==> src/rtl/fca_pkg.sv <==
package fca_pkg;
   // Action taken by the controller in the current cycle
   typedef enum logic [1:0] {
      ACT_NONE   = 2'd0,  // no boundary this cycle
      ACT_START  = 2'd1,  // boundary, request pending: open write window
      ACT_FINISH = 2'd2,  // boundary, capture running: close and report
      ACT_IDLE   = 2'd3   // boundary, nothing armed
   } bnd_act_t;

   localparam int unsigned MIN_SYNC_STAGES = 2;
   localparam int unsigned MAX_LINE_W      = 24;
endpackage

==> src/rtl/fca_sync_edge.sv <==
module fca_sync_edge #(
   parameter int unsigned STAGES = 2
) (
   input  logic clk,
   input  logic rst_n,
   input  logic async_in,
   output logic rise,
   output logic fall
);
   import fca_pkg::*;

   if (STAGES < MIN_SYNC_STAGES) begin : g_bad_stages
      $error("fca_sync_edge: STAGES must be at least %0d", MIN_SYNC_STAGES);
   end

   logic [STAGES-1:0] chain;
   logic              prev_q;

   for (genvar i = 0; i < STAGES; i++) begin : g_stage
      if (i == 0) begin : g_first
         always_ff @(posedge clk or negedge rst_n) begin
            if (!rst_n) chain[0] <= 1'b0;
            else        chain[0] <= async_in;
         end
      end else begin : g_next
         always_ff @(posedge clk or negedge rst_n) begin
            if (!rst_n) chain[i] <= 1'b0;
            else        chain[i] <= chain[i-1];
         end
      end
   end

   always_ff @(posedge clk or negedge rst_n) begin
      if (!rst_n) prev_q <= 1'b0;
      else        prev_q <= chain[STAGES-1];
   end

   assign rise = chain[STAGES-1] & ~prev_q;
   assign fall = ~chain[STAGES-1] & prev_q;

   AST_EDGE_EXCLUSIVE: assert property (@(posedge clk) disable iff (!rst_n)
      !(rise && fall));
   AST_NO_DOUBLE_FALL: assert property (@(posedge clk) disable iff (!rst_n)
      fall |=> !fall);
endmodule

==> src/rtl/fca_line_count.sv <==
module fca_line_count #(
   parameter int unsigned LINE_W = 12
) (
   input  logic              clk,
   input  logic              rst_n,
   input  logic              line_start,
   input  logic              frame_bnd,
   output logic [LINE_W-1:0] last_lines
);
   import fca_pkg::*;

   localparam logic [LINE_W-1:0] CNT_MAX = {LINE_W{1'b1}};

   if (LINE_W < 1 || LINE_W > MAX_LINE_W) begin : g_bad_width
      $error("fca_line_count: LINE_W out of range");
   end

   logic [LINE_W-1:0] cnt_q;

   always_ff @(posedge clk or negedge rst_n) begin
      if (!rst_n) begin
         cnt_q      <= '0;
         last_lines <= '0;
      end else if (frame_bnd) begin
         last_lines <= cnt_q;
         cnt_q      <= '0;
      end else if (line_start && cnt_q != CNT_MAX) begin
         cnt_q <= cnt_q + 1'b1;
      end
   end

   AST_CNT_RESTART: assert property (@(posedge clk) disable iff (!rst_n)
      frame_bnd |=> (cnt_q == '0));
   AST_CNT_NO_WRAP: assert property (@(posedge clk) disable iff (!rst_n)
      (cnt_q == CNT_MAX && !frame_bnd) |=> (cnt_q == CNT_MAX));
endmodule

==> src/rtl/fca_cap_ctrl.sv <==
module fca_cap_ctrl (
   input  logic clk,
   input  logic rst_n,
   input  logic frame_bnd,
   input  logic cap_req,
   input  logic done_rd,
   output logic wr_en,
   output logic busy,
   output logic done,
   output logic done_rd_data
);
   import fca_pkg::*;

   logic     pend_q, busy_q, done_q, we_q, rd_q;
   bnd_act_t act;

   always_comb begin
      if (!frame_bnd)  act = ACT_NONE;
      else if (pend_q) act = ACT_START;
      else if (busy_q) act = ACT_FINISH;
      else             act = ACT_IDLE;
   end

   always_ff @(posedge clk or negedge rst_n) begin
      if (!rst_n) begin
         pend_q <= 1'b0;
         busy_q <= 1'b0;
         done_q <= 1'b0;
         we_q   <= 1'b0;
         rd_q   <= 1'b0;
      end else begin
         rd_q <= done_rd & ~busy_q & done_q;
         unique case (act)
            ACT_START: begin
               we_q   <= 1'b1;
               done_q <= 1'b0;
               pend_q <= cap_req;
            end
            ACT_FINISH: begin
               we_q   <= 1'b0;
               pend_q <= cap_req;
               if (!cap_req) begin
                  busy_q <= 1'b0;
                  done_q <= 1'b1;
               end
            end
            ACT_IDLE: begin
               we_q   <= 1'b0;
               pend_q <= cap_req;
               busy_q <= busy_q | cap_req;
               if (done_rd && !busy_q) done_q <= 1'b0;
            end
            default: begin
               pend_q <= pend_q | cap_req;
               busy_q <= busy_q | cap_req;
               if (done_rd && !busy_q) done_q <= 1'b0;
            end
         endcase
      end
   end

   assign wr_en        = we_q;
   assign busy         = busy_q;
   assign done         = done_q & ~busy_q;
   assign done_rd_data = rd_q;

   AST_REQ_SETS_BUSY: assert property (@(posedge clk) disable iff (!rst_n)
      cap_req |=> busy_q);
   AST_WE_AT_BOUNDARY: assert property (@(posedge clk) disable iff (!rst_n)
      !frame_bnd |=> $stable(we_q));
   AST_DONE_FROM_BOUNDARY: assert property (@(posedge clk) disable iff (!rst_n)
      $rose(done_q) |-> $past(frame_bnd));
   AST_QUERY_HIDDEN: assert property (@(posedge clk) disable iff (!rst_n)
      (done_rd && busy_q) |=> !rd_q);
   AST_WE_NEEDS_BUSY: assert property (@(posedge clk) disable iff (!rst_n)
      $rose(we_q) |-> busy_q);
endmodule

==> src/rtl/frame_capture_arm.sv <==
module frame_capture_arm #(
   parameter int unsigned SYNC_STAGES = 2,
   parameter int unsigned LINE_W      = 12
) (
   input  logic              clk,
   input  logic              rst_n,
   input  logic              vsync_in,
   input  logic              href_in,
   input  logic              cap_req,
   input  logic              done_rd,
   output logic              wr_en,
   output logic              busy,
   output logic              done,
   output logic              done_rd_data,
   output logic [LINE_W-1:0] last_lines
);
   logic vs_rise, vs_fall, hr_rise, hr_fall;

   fca_sync_edge #(.STAGES(SYNC_STAGES)) u_vs_sync (
      .clk(clk), .rst_n(rst_n), .async_in(vsync_in),
      .rise(vs_rise), .fall(vs_fall)
   );

   fca_sync_edge #(.STAGES(SYNC_STAGES)) u_hr_sync (
      .clk(clk), .rst_n(rst_n), .async_in(href_in),
      .rise(hr_rise), .fall(hr_fall)
   );

   fca_line_count #(.LINE_W(LINE_W)) u_lines (
      .clk(clk), .rst_n(rst_n), .line_start(hr_rise),
      .frame_bnd(vs_fall), .last_lines(last_lines)
   );

   fca_cap_ctrl u_ctrl (
      .clk(clk), .rst_n(rst_n), .frame_bnd(vs_fall), .cap_req(cap_req),
      .done_rd(done_rd), .wr_en(wr_en), .busy(busy), .done(done),
      .done_rd_data(done_rd_data)
   );

   AST_VS_RISE_NO_EFFECT: assert property (@(posedge clk) disable iff (!rst_n)
      (vs_rise && !cap_req) |=> ($stable(wr_en) && $stable(busy)));
   AST_HR_EDGES_APART: assert property (@(posedge clk) disable iff (!rst_n)
      !(hr_rise && hr_fall));
endmodule

==> config.mk <==
export PLATFORM = sky130hd
export DESIGN_NAME = frame_capture_arm
export DESIGN_NICKNAME = d
export VERILOG_FILES = /design/src/rtl/fca_pkg.sv /design/src/rtl/fca_sync_edge.sv /design/src/rtl/fca_line_count.sv /design/src/rtl/fca_cap_ctrl.sv /design/src/rtl/frame_capture_arm.sv
export SDC_FILE = /design/constraint.sdc
export NUM_CORES = 1
export LEC_CHECK = 0
export ABC_AREA = 1
export BUFFER_PORTS_ARGS = -buffer_cell sky130_fd_sc_hd__buf_2
export CORE_MARGIN = 5
export CORE_UTILIZATION = 59
export DETAILED_ROUTE_END_ITERATION = 10
export PLACE_DENSITY = 0.81
export SLEW_MARGIN = 40
export SYNTH_ARGS = -nofsm -noshare
export SYNTH_HDL_FRONTEND = slang
export SYNTH_SLANG_ARGS = --single-unit
==> constraint.sdc <==
create_clock -name clk -period 3.42 [get_ports clk]
set_input_delay 0.342 -clock clk [delete_from_list [all_inputs] [get_ports clk]]
set_output_delay 0.342 -clock clk [all_outputs]
set_load 0.01 [all_outputs]
== Yosys cells after proc, flatten, opt, wreduce, memory -nomap -nowiden ==
Cells that the tools add are included.

* Bits in registers: 35
* Bits of input ports: 6
* Output and inout bits: 16
* Logic and storage cells: 52

* Add/subtract/negate cells: 1
* Equality and inequality tests: 5
* Multiplexer cells: 12
* Bitwise operators: 11
* Reductions and logical operators: 10

{| class="wikitable"
|+ Operators with widths
! operator !! count
|-
| 12-bit 2-to-1 mux || 2
|-
| 12-bit by 1-bit adder with 12-bit output, second input constant || 1
|-
| 12-bit inequality test, second input constant || 1
|-
| 1-bit case mux with 2 select lines || 3
|-
| 1-bit bitwise AND || 5
|-
| 1-bit 2-to-1 mux || 5
|-
| 2-bit == test, second input constant || 2
|-
| 2-bit 2-to-1 mux || 2
|-
| 1-bit NOT || 4
|-
| 2-bit AND reduction || 2
|-
| 2-bit nonzero test || 2
|-
| 3-bit nonzero test || 1
|-
| 3-bit OR reduction || 1
|-
| 2-bit by 1-bit == test with 1-bit output, second input constant || 1
|-
| 1-bit logical AND || 2
|-
| 2-bit inequality test, second input constant || 1
|-
| 1-bit bitwise OR || 2
|-
| 2-bit OR reduction || 1
|-
| 1-bit logical NOT || 1
|}

== Depth between registers and ports, before layout ==
Gate-level depths: netlist of the first run.

* Word-level depth: 6
* Mapped depth: 9

== Hierarchy ==
A second synthesis of the first run with hierarchy kept.

* Cells, all modules: 186
* Area total of the unflattened synthesis: 1557.7 um2

{| class="wikitable"
|+ Modules (own cells, without submodules)
! module !! times used !! cells each !! area each (um2) !! seq. area each (um2)
|-
| fca_line_count || 1 || 150 || 1179.9 || 600.6
|-
| fca_cap_ctrl || 1 || 22 || 197.7 || 125.1
|-
| fca_sync_edge || 2 || 7 || 90.1 || 75.1
|}

== Worst setup path before layout of the first run ==
Ideal clock, no wire load.

* Path type: register to register
* Start: register u_vs_sync.chain[1]
* End: register u_ctrl.done_q
* Setup time: 0.125 ns
* Arrival time: 1.432 ns
* Data required time: 3.295 ns
* Setup slack: 1.863 ns
* Cell stages (with the launch flop): 9
* Buffers on the path: 0
* Path through: dfrtp_1 > nor2_2 > inv_2 > a21oi_1 > inv_1 > ha_1 > o21bai_1 > a21oi_1 > a21oi_1

* Word-level cells in the longest chain between the ends: 6
* Elaborated cells on any way between the ends: 9
* Those cells by class: 3 x eq/ne; 2 x mux; 2 x bitwise; 2 x reduce/logical

{| class="wikitable"
|+ RTL lines
! what !! line !! text
|-
| start: declaration || fca_sync_edge.sv:16 || <nowiki>logic [STAGES-1:0] chain;</nowiki>
|-
| start signal: indexed assignment || fca_sync_edge.sv:28 || <nowiki>else chain[i] <= chain[i-1];</nowiki>
|-
| 1-bit NOT * || fca_sync_edge.sv:39 || <nowiki>assign fall = ~chain[STAGES-1] & prev_q;</nowiki>
|-
| 1-bit bitwise AND * || fca_sync_edge.sv:39 ||
|-
| 2-bit 2-to-1 mux * || fca_cap_ctrl.sv:18 || <nowiki>if (!frame_bnd) act = ACT_NONE;</nowiki>
|-
| 2-bit == test or 2-bit by 1-bit == test with 1-bit output (tied branches) || fca_cap_ctrl.sv:33 || <nowiki>unique case (act)</nowiki>
|-
| 2-bit inequality test (no line) or 3-bit nonzero test (tied branches) || - ||
|-
| 2-bit AND reduction (no line) || - ||
|-
| end signal: assignment || fca_cap_ctrl.sv:28 || <nowiki>done_q <= 1'b0;</nowiki>
|-
| end signal: assignment || fca_cap_ctrl.sv:36 || <nowiki>done_q <= 1'b0;</nowiki>
|-
| end signal: assignment || fca_cap_ctrl.sv:44 || <nowiki>done_q <= 1'b1;</nowiki>
|-
| end: declaration || fca_cap_ctrl.sv:14 || <nowiki>logic pend_q, busy_q, done_q, we_q, rd_q;</nowiki>
|}

Every way passes the cells marked *; elsewhere a longest branch is shown, timed or not.
A chain may end at the register's enable or synchronous reset.

== Worst setup path after layout of the first run ==
Ends and elaborated chain as after synthesis.

==> results of run 1 <==
## routing by layer
layer / up-vias / routed length, um / track usage (%)
met5: - / 0 / 0
met4: 0 / 44 / 5.570
met3: 6 / 125 / 5.935
met2: 21 / 1330 / 26.81
met1: 562 / 1233 / 19.76
li1: 624 / - / -
## what timing repair did
| action | in CTS | in global routing |
|---|---|---|
| setup buffers | 0 | 0 |
| resized for setup | 0 | 0 |
| hold buffers | 0 | 1 |
| hold endpoints to repair | 0 | 35 |
## state kept, by name, indices dropped and copies added, names as in the netlist
signal	flops
u_lines.last_lines	12
u_hr_sync.prev_q	1
u_vs_sync.prev_q	1
u_ctrl.done_rd_data	1
u_hr_sync.chain	2
u_lines.cnt_q	12
u_ctrl.pend_q	1
u_ctrl.wr_en	1
u_ctrl.busy	1
u_vs_sync.chain	2
u_ctrl.done_q	1
## cells in the final DEF, fill, tap and decap left out
cell type	instances
dfrtp_1	35
nor2_2	3
dlygate4sd3_1	1
nand2_2	3
buf_4	1
nand3_1	9
xor2_1	3
o21ai_1	2
nand3_2	1
o21bai_1	1
ha_1	4
clkinv_2	1
nor3_1	3
clkbuf_8	1
o21ai_2	5
o21ai_0	18
nand3_4	1
a21oi_1	3
o31ai_1	1
inv_2	3
buf_2	20
nand2_4	2
inv_1	21
nor2_1	16
clkbuf_4	5
nand2_1	43
nor2_4	2
## final timing paths
| kind | from | endpoint | cells after the start | slack, ns |
|---|---|---|---|---|
| min in group asynchronous | rst_n | u_lines.last_lines[2]$_DFFE_PN0N_ | 2 | 0.49 |
| worst max-delay path | u_vs_sync.chain[1]$_DFF_PN0_ | u_ctrl.done_q$_DFFE_PN0P_ | 8 | 1.50 |
| max in group asynchronous | rst_n | u_lines.cnt_q[7]$_DFFE_PN0P_ | 2 | 2.63 |
| worst min register to register | u_hr_sync.chain[0]$_DFF_PN0_ | u_hr_sync.chain[1]$_DFF_PN0_ | 0 | 0.36 |
| worst max register to register | u_vs_sync.chain[1]$_DFF_PN0_ | u_ctrl.done_q$_DFFE_PN0P_ | 8 | 1.50 |
| worst min-delay path | href_in | u_hr_sync.chain[0]$_DFF_PN0_ | 1 | 0.11 |
## cell families after synthesis
family / count (synthesis)
adders and majority gates: 4
buffers and inverters: 27
AOI/OAI and AO/OA: 30
xor gates and xnor gates: 3
and+or+nand+nor: 83
DFF: 35
## final cells by class
type                       count  area share (%)
sequential                    35           48.11
multi-input combinational    120           35.26
tap                           31           2.131
timing repair buffer          22           6.460
inverter                      24           4.948
clock buffer                   6           2.818
clock inverter                 1          0.2749
## where the power goes
group,internal (mW),switching [mW]
sequential,0.434,0.0131
combinational,0.0263,0.0483
clock,0.0952,0.129
## stage by stage
stage               worst slack [ns]  cells
finish                         1.502    239
global route                   1.292    239
CTS                            1.487    238
detailed placement             1.511    231
global placement               1.628    231
floorplan                      1.864    182
==> flow_metrics.py, run 1 <==
metrics = {
    "cells_and_area": {
        "fillerInstances": 222,
        "design_area_um2": 1821,
        "regArea_um2": 875.8,
        "drive_gt1_share_pct": 23.08,
        "multi_input_area_um2": 641.9,
        "utilization_pct": 67.77,
        "syn_to_final_growth_pct": 12.27,
        "fin_nets": 218,
        "antenna_cells": 0,
    },
    "detailed_routing": {
        "wl_per_cell_um": 11.44,
        "viasPerCell": 5.075,
        "routed_wl_um": 2733,
        "num_vias": 1213,
        "drt-initial-drc-count": 53,
        "ant_nets": 0,
        "drc_errors": 0,
        "first_pass_iters": 4,
    },
    "synth": {
        "synth_top_area_share_pct": 54.01,
        "ys_warn_count": 0,
        "synth_edf_count": 0,
        "seq_area_frac_synth_pct": 54.01,
        "synthAdderAreaFrac_pct": 3.086,
        "synth_area_leader_cell": "dfrtp_1",
        "syn_inst": 182,
        "synth.net_count": 192,
        "postSynthAreaPerCell_um2": 8.910,
        "synth_top_family_by_area": "simple AND/OR/NAND/NOR gates",
        "yosys.area_share.simple_pct": 24.15,
        "yosys-mux-area-fraction_pct": 0,
        "syn_area_um2": 1622,
        "synth-async-reset-ratio_pct": 100.0,
        "ys_top_cells_by_area": "dfrtp_1 (54%), nand2_1 (10%), o21ai_0 (5.6%)",
        "ys_ff_latch": 35,
        "ys_types": 23,
        "yosys.area_share.xor_xnor_pct": 1.620,
        "ys_top_cells_by_count": "nand2_1 (43), dfrtp_1 (35), inv_1 (21)",
        "synth-compound-area-share_pct": 10.73,
        "yosys_most_used_dff": "dfrtp_1",
        "synth.most_common_cell": "nand2_1",
    },
    "worst_setup_path": {
        "cp_data_arrival_time_ns": 2.14,
        "critPathCaptureType": "register",
        "crit_top_cell": "a21oi_1",
        "critical_path_required_ns": 3.64,
        "startpoint_type": "register",
        "path_cells": "nor2_2 -> inv_2 -> a21oi_1 -> inv_1 -> ha_1 -> o21bai_1 -> a21oi_1 -> a21oi_1",
        "crit_fanout": 35,
        "slowest_delay_ns": 0.41,
        "crit_family": "compound AO/OA/AOI/OAI gates",
        "cp_slowest_cell": "dfrtp_1",
        "crit_type": "register to register",
        "cp_num_buf_inv": 2,
    },
    "clock_network": {
        "cts_buffers": 5,
        "cts_root_buf": "clkbuf_4",
        "cts_buffer_depth": 2,
        "htree_levels": 2,
        "cts.sinks": 35,
        "clk_pin_slew_ns": 0.10,
        "clock_latency_ns": 0.33,
        "cts_tree": "yes",
    },
    "grt": {
        "grt_pass1_vias": 1235,
        "gr-total-overflow": 0,
        "grt_util_all_layers_pct": 16.32,
        "grt_max_degree": 36,
        "antenna_found_initial": 0,
        "grt_first_pass_wirelength_um": 5181,
    },
    "sta": {
        "finalCritPeriodShare_pct": 56.09,
        "slew_viol_final": 0,
        "max_slew_margin_pct": 64.51,
        "whs_ns": 0.1079,
        "clock_skew_ns": 0.002091,
        "tns_ns": 0,
        "fmax_ghz": 0.5213,
        "hold_viol": 0,
        "post-route-min-period_ns": 1.918,
        "finalSetupViolations": 0,
        "rsz0062_at_grt": "no",
        "tightest_slew_ns": 0.5316,
    },
    "die": {
        "dieArea_um2": 3897,
        "initial_core_util_pct": 60.36,
        "core_area_um2": 2686,
        "ios": 22,
        "fp.dieH_um": 62.43,
        "rows": 19,
        "die_w_um": 62.43,
    },
    "placed_design": {
        "hpwl_um": 2007,
        "gp_congestion": 0.8592,
        "dpl_cell_area_um2": 1752,
        "buffer_ports.inserted": 21,
    },
    "outcome": {
        "status": "complete, no violations",
    },
    "power_and_ir_drop": {
        "p_per_area_nw_per_um2": 409.6,
        "ir_drop_v": 0.0004135,
        "leakagePower_nw": 0.8872,
        "total_power_mw": 0.7456,
    },
    "worst_hold_path": {
        "hold_path_class": "primary input to register",
    },
    "flow_run": {
        "drv_cap": 0,
    },
}
Note: power is estimated with default switching activity, not from simulation.
==> run 2, diff against run 1 <==
Settings changed: CORE_UTILIZATION 59 to 56, PLACE_DENSITY 0.81 to 0.78.
Clock period 3.42 ns to 1.8 ns, I/O delays scaled along.
==> flow_metrics.py, run 2 (synthesis results as in run 1) <==
metrics = {
    "outcome": {
        "status": "complete, no violations",
    },
    "detailed_routing": {
        "ant_nets": 0,
        "drt-initial-drc-count": 71,
        "wl_per_cell_um": 12.33,
        "routed_wl_um": 2997,
        "drc_errors": 0,
        "viasPerCell": 5.140,
        "num_vias": 1249,
        "first_pass_iters": 4,
    },
    "worst_setup_path": {
        "critPathCaptureType": "register",
        "cp_num_buf_inv": 2,
        "crit_type": "register to register",
        "path_cells": "nor2_2 -> inv_2 -> a21oi_2 -> inv_1 -> ha_1 -> o21bai_1 -> a21oi_1 -> a21oi_1",
        "crit_fanout": 3,
        "crit_top_cell": "a21oi_1",
        "critical_path_required_ns": 2.02,
        "cp_slowest_cell": "dfrtp_1",
        "crit_family": "compound AO/OA/AOI/OAI gates",
        "cp_data_arrival_time_ns": 1.82,
        "startpoint_type": "register",
        "slowest_delay_ns": 0.40,
    },
    "power_and_ir_drop": {
        "power_frac_seq_pct": 57.6,
        "netSwitchingFraction_pct": 24.83,
        "ir_drop_v": 0.0006027,
        "p_per_area_nw_per_um2": 789.7,
        "pwr-share-comb_pct": 10.1,
        "clkPwrFrac_pct": 32.3,
        "leakagePower_nw": 0.9042,
        "power_switching_mw": 0.3661,
        "internal_power_mw": 1.108,
    },
    "die": {
        "die_w_um": 63.81,
        "core_area_um2": 2758,
        "dieArea_um2": 4072,
        "rows": 19,
        "initial_core_util_pct": 58.80,
        "fp.dieH_um": 63.81,
        "ios": 22,
    },
    "sta": {
        "tightest_slew_ns": 0.4272,
        "post-route-min-period_ns": 1.591,
        "finalSetupViolations": 0,
        "fmax_ghz": 0.6285,
        "finalCritPeriodShare_pct": 88.40,
        "whs_ns": 0.09055,
        "slew_viol_final": 0,
        "tns_ns": 0,
        "clock_skew_ns": 0.004513,
        "max_slew_margin_pct": 71.52,
        "rsz0062_at_grt": "no",
        "hold_viol": 0,
    },
    "cells_and_area": {
        "final_common_cell": "nand2_1",
        "fillerInstances": 239,
        "syn_to_final_growth_pct": 15.12,
        "top_regs": "u_lines.cnt_q x12, u_lines.last_lines x12",
        "instances_no_fill": 243,
        "drive_gt1_share_pct": 24.06,
        "antenna_cells": 0,
        "final_cell_mix": "nand2_1 (43), dfrtp_1 (35), inv_1 (21)",
        "fin_nets": 221,
    },
    "placed_design": {
        "gp_congestion": 0.8535,
        "hpwl_um": 2104,
        "place_inst": 232,
        "buffer_ports.inserted": 21,
    },
    "clock_network": {
        "post_cts_buffers": 0,
        "clock_latency_ns": 0.34,
        "cts.sinks": 35,
        "clk_pin_slew_ns": 0.10,
        "cts_tree": "yes",
        "htree_levels": 2,
        "cts_buffer_depth": 2,
        "cts_root_buf": "clkbuf_4",
        "cts_buffers": 5,
    },
    "grt": {
        "antenna_found_initial": 0,
        "grt_first_pass_wirelength_um": 5492,
        "grt_util_all_layers_pct": 17.32,
        "gr-total-overflow": 0,
        "grt_pass1_vias": 1255,
        "grt_max_degree": 36,
    },
    "worst_hold_path": {
        "hold_path_class": "primary input to register",
    },
    "flow_run": {
        "drv_cap": 0,
    },
}
run 2: cell types whose count changed in the layout (fill, tap and decap cells not counted), sizes merged:
cell,before,now
clkinv,1,0
buf,21,22
dlygate4sd3,1,3
clkbuf,6,8
run 2: worst reg2reg max path: stages (launching register included):
cell and delay (ns):
dfrtp_1 0.40, nor2_2 0.17, inv_2 0.07, a21oi_2 0.13
inv_1 0.08, ha_1 0.29, o21bai_1 0.17, a21oi_1 0.13
a21oi_1 0.05
run 2: through the flow:
step                utilization (%)  total power [mW]  area [um2]  setup slack (ns)
CTS                           67.38             1.492        1858            0.1634
floorplan                         -            0.9484        1622            0.2435
finish                        67.70             1.474        1867            0.2089
global route                  67.70             1.571        1867           0.04026
detailed placement            63.79             1.010        1759            0.1859
global placement              63.79             1.001        1759            0.2572
run 2: path summary, 6_finish.rpt:
path	depth (start not counted)	from	end	slack (ns)
hold reg to reg	0	u_hr_sync.chain[0]$_DFF_PN0_	u_hr_sync.chain[1]$_DFF_PN0_	0.36
hold / removal	3	cap_req	u_ctrl.pend_q$_DFF_PN0_	0.09
setup reg to reg	8	u_vs_sync.chain[1]$_DFF_PN0_	u_ctrl.done_q$_DFFE_PN0P_	0.21
setup / recovery	8	u_vs_sync.chain[1]$_DFF_PN0_	u_ctrl.done_q$_DFFE_PN0P_	0.21
min in group asynchronous	2	rst_n	u_lines.last_lines[2]$_DFFE_PN0N_	0.32
max in group asynchronous	2	rst_n	u_lines.cnt_q[7]$_DFFE_PN0P_	1.18
run 2: repair_timing:
action | 4_1_cts | 5_1_grt
resized for setup | 0 | 2
hold endpoints to repair | 37 | 0
endpoints found under the setup margin | 0 | 1
hold buffers | 3 | 0
run 2: power groups by stage:
stage          registers, mW  logic [mW]  clock network [mW]
3_5_place_dp           0.865       0.145                   0
5_1_grt                0.855       0.174               0.541
2_1_floorplan          0.868      0.0806                   0
4_1_cts                0.850       0.150               0.491
6_report               0.850       0.149               0.475
3_3_place_gp           0.861       0.139                   0
run 2: final cells by class:
class / count / area [um2] / area share [%]
inverters: 24 / 90.09 / 4.826
well taps: 31 / 38.79 / 2.078
multi-input cells: 120 / 648.1 / 34.72
clock buffers: 8 / 68.82 / 3.686
flip-flops and latches: 35 / 875.8 / 46.92
repair buffers: 25 / 145.1 / 7.775
run 2: layer usage:
metal | track usage (%) | vias to the layer above | share of wire, %
met2 | 29.65 | 31 | 50
met5 | 0 | - | 0
met1 | 19.43 | 583 | 42
li1 | - | 629 | -
met3 | 5.429 | 6 | 5.7
met4 | 8.312 | 0 | 2.0
==> run 3, diff against run 2 <==
Settings changed: SETUP_SLACK_MARGIN set to 0.4.
==> flow_metrics.py, run 3 (synthesis results as in run 1) <==
metrics = {
    "outcome": {
        "status": "complete, no violations",
    },
    "die": {
        "initial_core_util_pct": 58.80,
        "rows": 19,
        "die_w_um": 63.81,
        "fp.dieH_um": 63.81,
        "core_area_um2": 2758,
        "dieArea_um2": 4072,
        "ios": 22,
    },
    "cells_and_area": {
        "syn_to_final_growth_pct": 31.56,
        "final_cell_mix": "nand2_1 (40), dfrtp_1 (34), buf_2 (20)",
        "fin_nets": 234,
        "top_regs": "u_lines.cnt_q x12, u_lines.last_lines x12",
        "antenna_cells": 0,
        "drive_gt1_share_pct": 36.89,
        "instances_no_fill": 256,
        "final_common_cell": "nand2_1",
        "design_area_um2": 2133,
        "fillerInstances": 179,
        "regArea_um2": 877.1,
        "multi_input_area_um2": 769.5,
    },
    "detailed_routing": {
        "drc_errors": 0,
        "first_pass_iters": 4,
        "wl_per_cell_um": 14.23,
        "ant_nets": 0,
        "drt-initial-drc-count": 100,
        "routed_wl_um": 3642,
        "viasPerCell": 5.266,
        "num_vias": 1348,
    },
    "clock_network": {
        "clk_pin_slew_ns": 0.10,
        "cts_buffers": 5,
        "clock_latency_ns": 0.35,
        "htree_levels": 2,
        "cts_tree": "yes",
        "cts.sinks": 35,
        "cts_buffer_depth": 2,
        "cts_root_buf": "clkbuf_4",
    },
    "placed_design": {
        "gp_congestion": 0.8512,
        "hpwl_um": 2096,
        "place_inst": 232,
        "pre_cts_slack_ns": 0.2372,
        "dpl_cell_area_um2": 1765,
        "buffer_ports.inserted": 21,
    },
    "worst_setup_path": {
        "cp_slowest_cell": "dfrtp_1",
        "critPathCaptureType": "register",
        "crit_type": "register to register",
        "startpoint_type": "register",
        "reg2reg_setup_slack_ns": 0.35,
        "crit_family": "compound AO/OA/AOI/OAI gates",
        "crit_fanout": 3,
        "critical_path_required_ns": 2.04,
        "cp_num_buf_inv": 2,
        "crit_top_cell": "inv_2",
        "path_cells": "nor2_2 -> inv_2 -> a21oi_4 -> inv_2 -> ha_4 -> o21bai_4 -> a21oi_2 -> a21oi_1",
        "slowest_delay_ns": 0.40,
        "cp_data_arrival_time_ns": 1.68,
    },
    "power_and_ir_drop": {
        "netSwitchingFraction_pct": 26.18,
        "internal_power_mw": 1.155,
        "total_power_mw": 1.564,
        "power_switching_mw": 0.4095,
        "leakagePower_nw": 1.002,
        "ir_drop_v": 0.0007560,
        "power_frac_seq_pct": 54.6,
        "p_per_area_nw_per_um2": 733.3,
        "pwr-share-comb_pct": 14.2,
        "clkPwrFrac_pct": 31.2,
    },
    "grt": {
        "grt_max_degree": 36,
        "gr-total-overflow": 0,
        "antenna_found_initial": 0,
        "grt_util_all_layers_pct": 18.02,
        "grt_first_pass_wirelength_um": 5685,
        "grt_pass1_vias": 1303,
    },
    "sta": {
        "finalCritPeriodShare_pct": 80.44,
        "max_slew_margin_pct": 64.48,
        "clock_skew_ns": 0.01742,
        "fmax_ghz": 0.6906,
        "slew_viol_final": 0,
        "fin_ws_ns": 0.3520,
        "finalSetupViolations": 0,
        "tightest_slew_ns": 0.5308,
        "rsz0062_at_grt": "yes",
        "tns_ns": 0,
        "hold_viol": 0,
        "post-route-min-period_ns": 1.448,
    },
    "flow_run": {
        "drv_cap": 0,
    },
    "worst_hold_path": {
        "hold_path_class": "primary input to register",
    },
}
-- run 3: cell types whose count changed in the layout (fill, tap and decap cells not counted), moves of 3 or more --
cell	previous run	this run
ha_1	4	1
o21ai_0	18	15
nand2_2	3	6
nand2_1	43	40
o21ai_2	5	8
buf_4	2	11
nand3_1	9	5
-- run 3: worst min-delay path: cells and delay by family --
family | cells | cell delay [ns]
buf+inv | 2 | 0.16
simple gates | 1 | 0.07
-- run 3: through the flow --
step | hold WS (ns) | utilization [%]
2_1_floorplan | -0.1156 | -
3_3_place_gp | 0.2853 | 64.02
3_5_place_dp | 0.2897 | 64.02
4_1_cts | 0.07571 | 71.60
5_1_grt | 0.08442 | 77.36
6_report | 0.09543 | 77.36
-- run 3: final timing paths --
check                                                          to                         start  cells after the start
min in group asynchronous       u_lines.last_lines[2]$_DFFE_PN0N_                         rst_n                      2
worst max-delay path                    u_ctrl.done_q$_DFFE_PN0P_  u_vs_sync.chain[1]$_DFF_PN0_                      8
worst max register to register          u_ctrl.done_q$_DFFE_PN0P_  u_vs_sync.chain[1]$_DFF_PN0_                      8
worst min-delay path                      u_ctrl.pend_q$_DFF_PN0_                       cap_req                      3
max in group asynchronous                 u_ctrl.busy$_DFFE_PN0P_                         rst_n                      2
worst min register to register       u_hr_sync.chain[1]$_DFF_PN0_  u_hr_sync.chain[0]$_DFF_PN0_                      0
-- run 3: final cells by class --
| class | count | area share [%] |
|---|---|---|
| Timing Repair Buffer | 38 | 13.55 |
| Tap cell | 31 | 1.818 |
| Multi-Input combinational cell | 120 | 36.07 |
| Inverter | 24 | 4.223 |
| Sequential cell | 35 | 41.11 |
| Clock buffer | 8 | 3.226 |
-- run 3: metal layers --
| metal | vias to the layer above | global-route usage, % | share of wire (%) |
|---|---|---|---|
| met1 | 635 | 20.32 | 42 |
| met2 | 44 | 30.03 | 50 |
| li1 | 662 | - | - |
| met4 | 0 | 9.351 | 2.3 |
| met5 | - | 0 | 0 |
| met3 | 7 | 6.130 | 5.2 |
-- run 3: power by group through the flow --
stage               clock (mW)  combinational [mW]  sequential [mW]
floorplan                    0              0.0819            0.869
global placement             0               0.141            0.862
detailed placement           0               0.147            0.866
CTS                      0.493               0.186            0.851
global route             0.545               0.246            0.860
finish                   0.488               0.222            0.854
-- run 3: timing repair --
item | in CTS | in global routing
hold endpoints to repair | 37 | 0
hold buffers | 3 | 0
pin swaps | 5 | 10
setup buffers | 10 | 2
cloned | 0 | 1
gates resized for setup | 4 | 28
endpoints found under the setup margin | 4 | 12
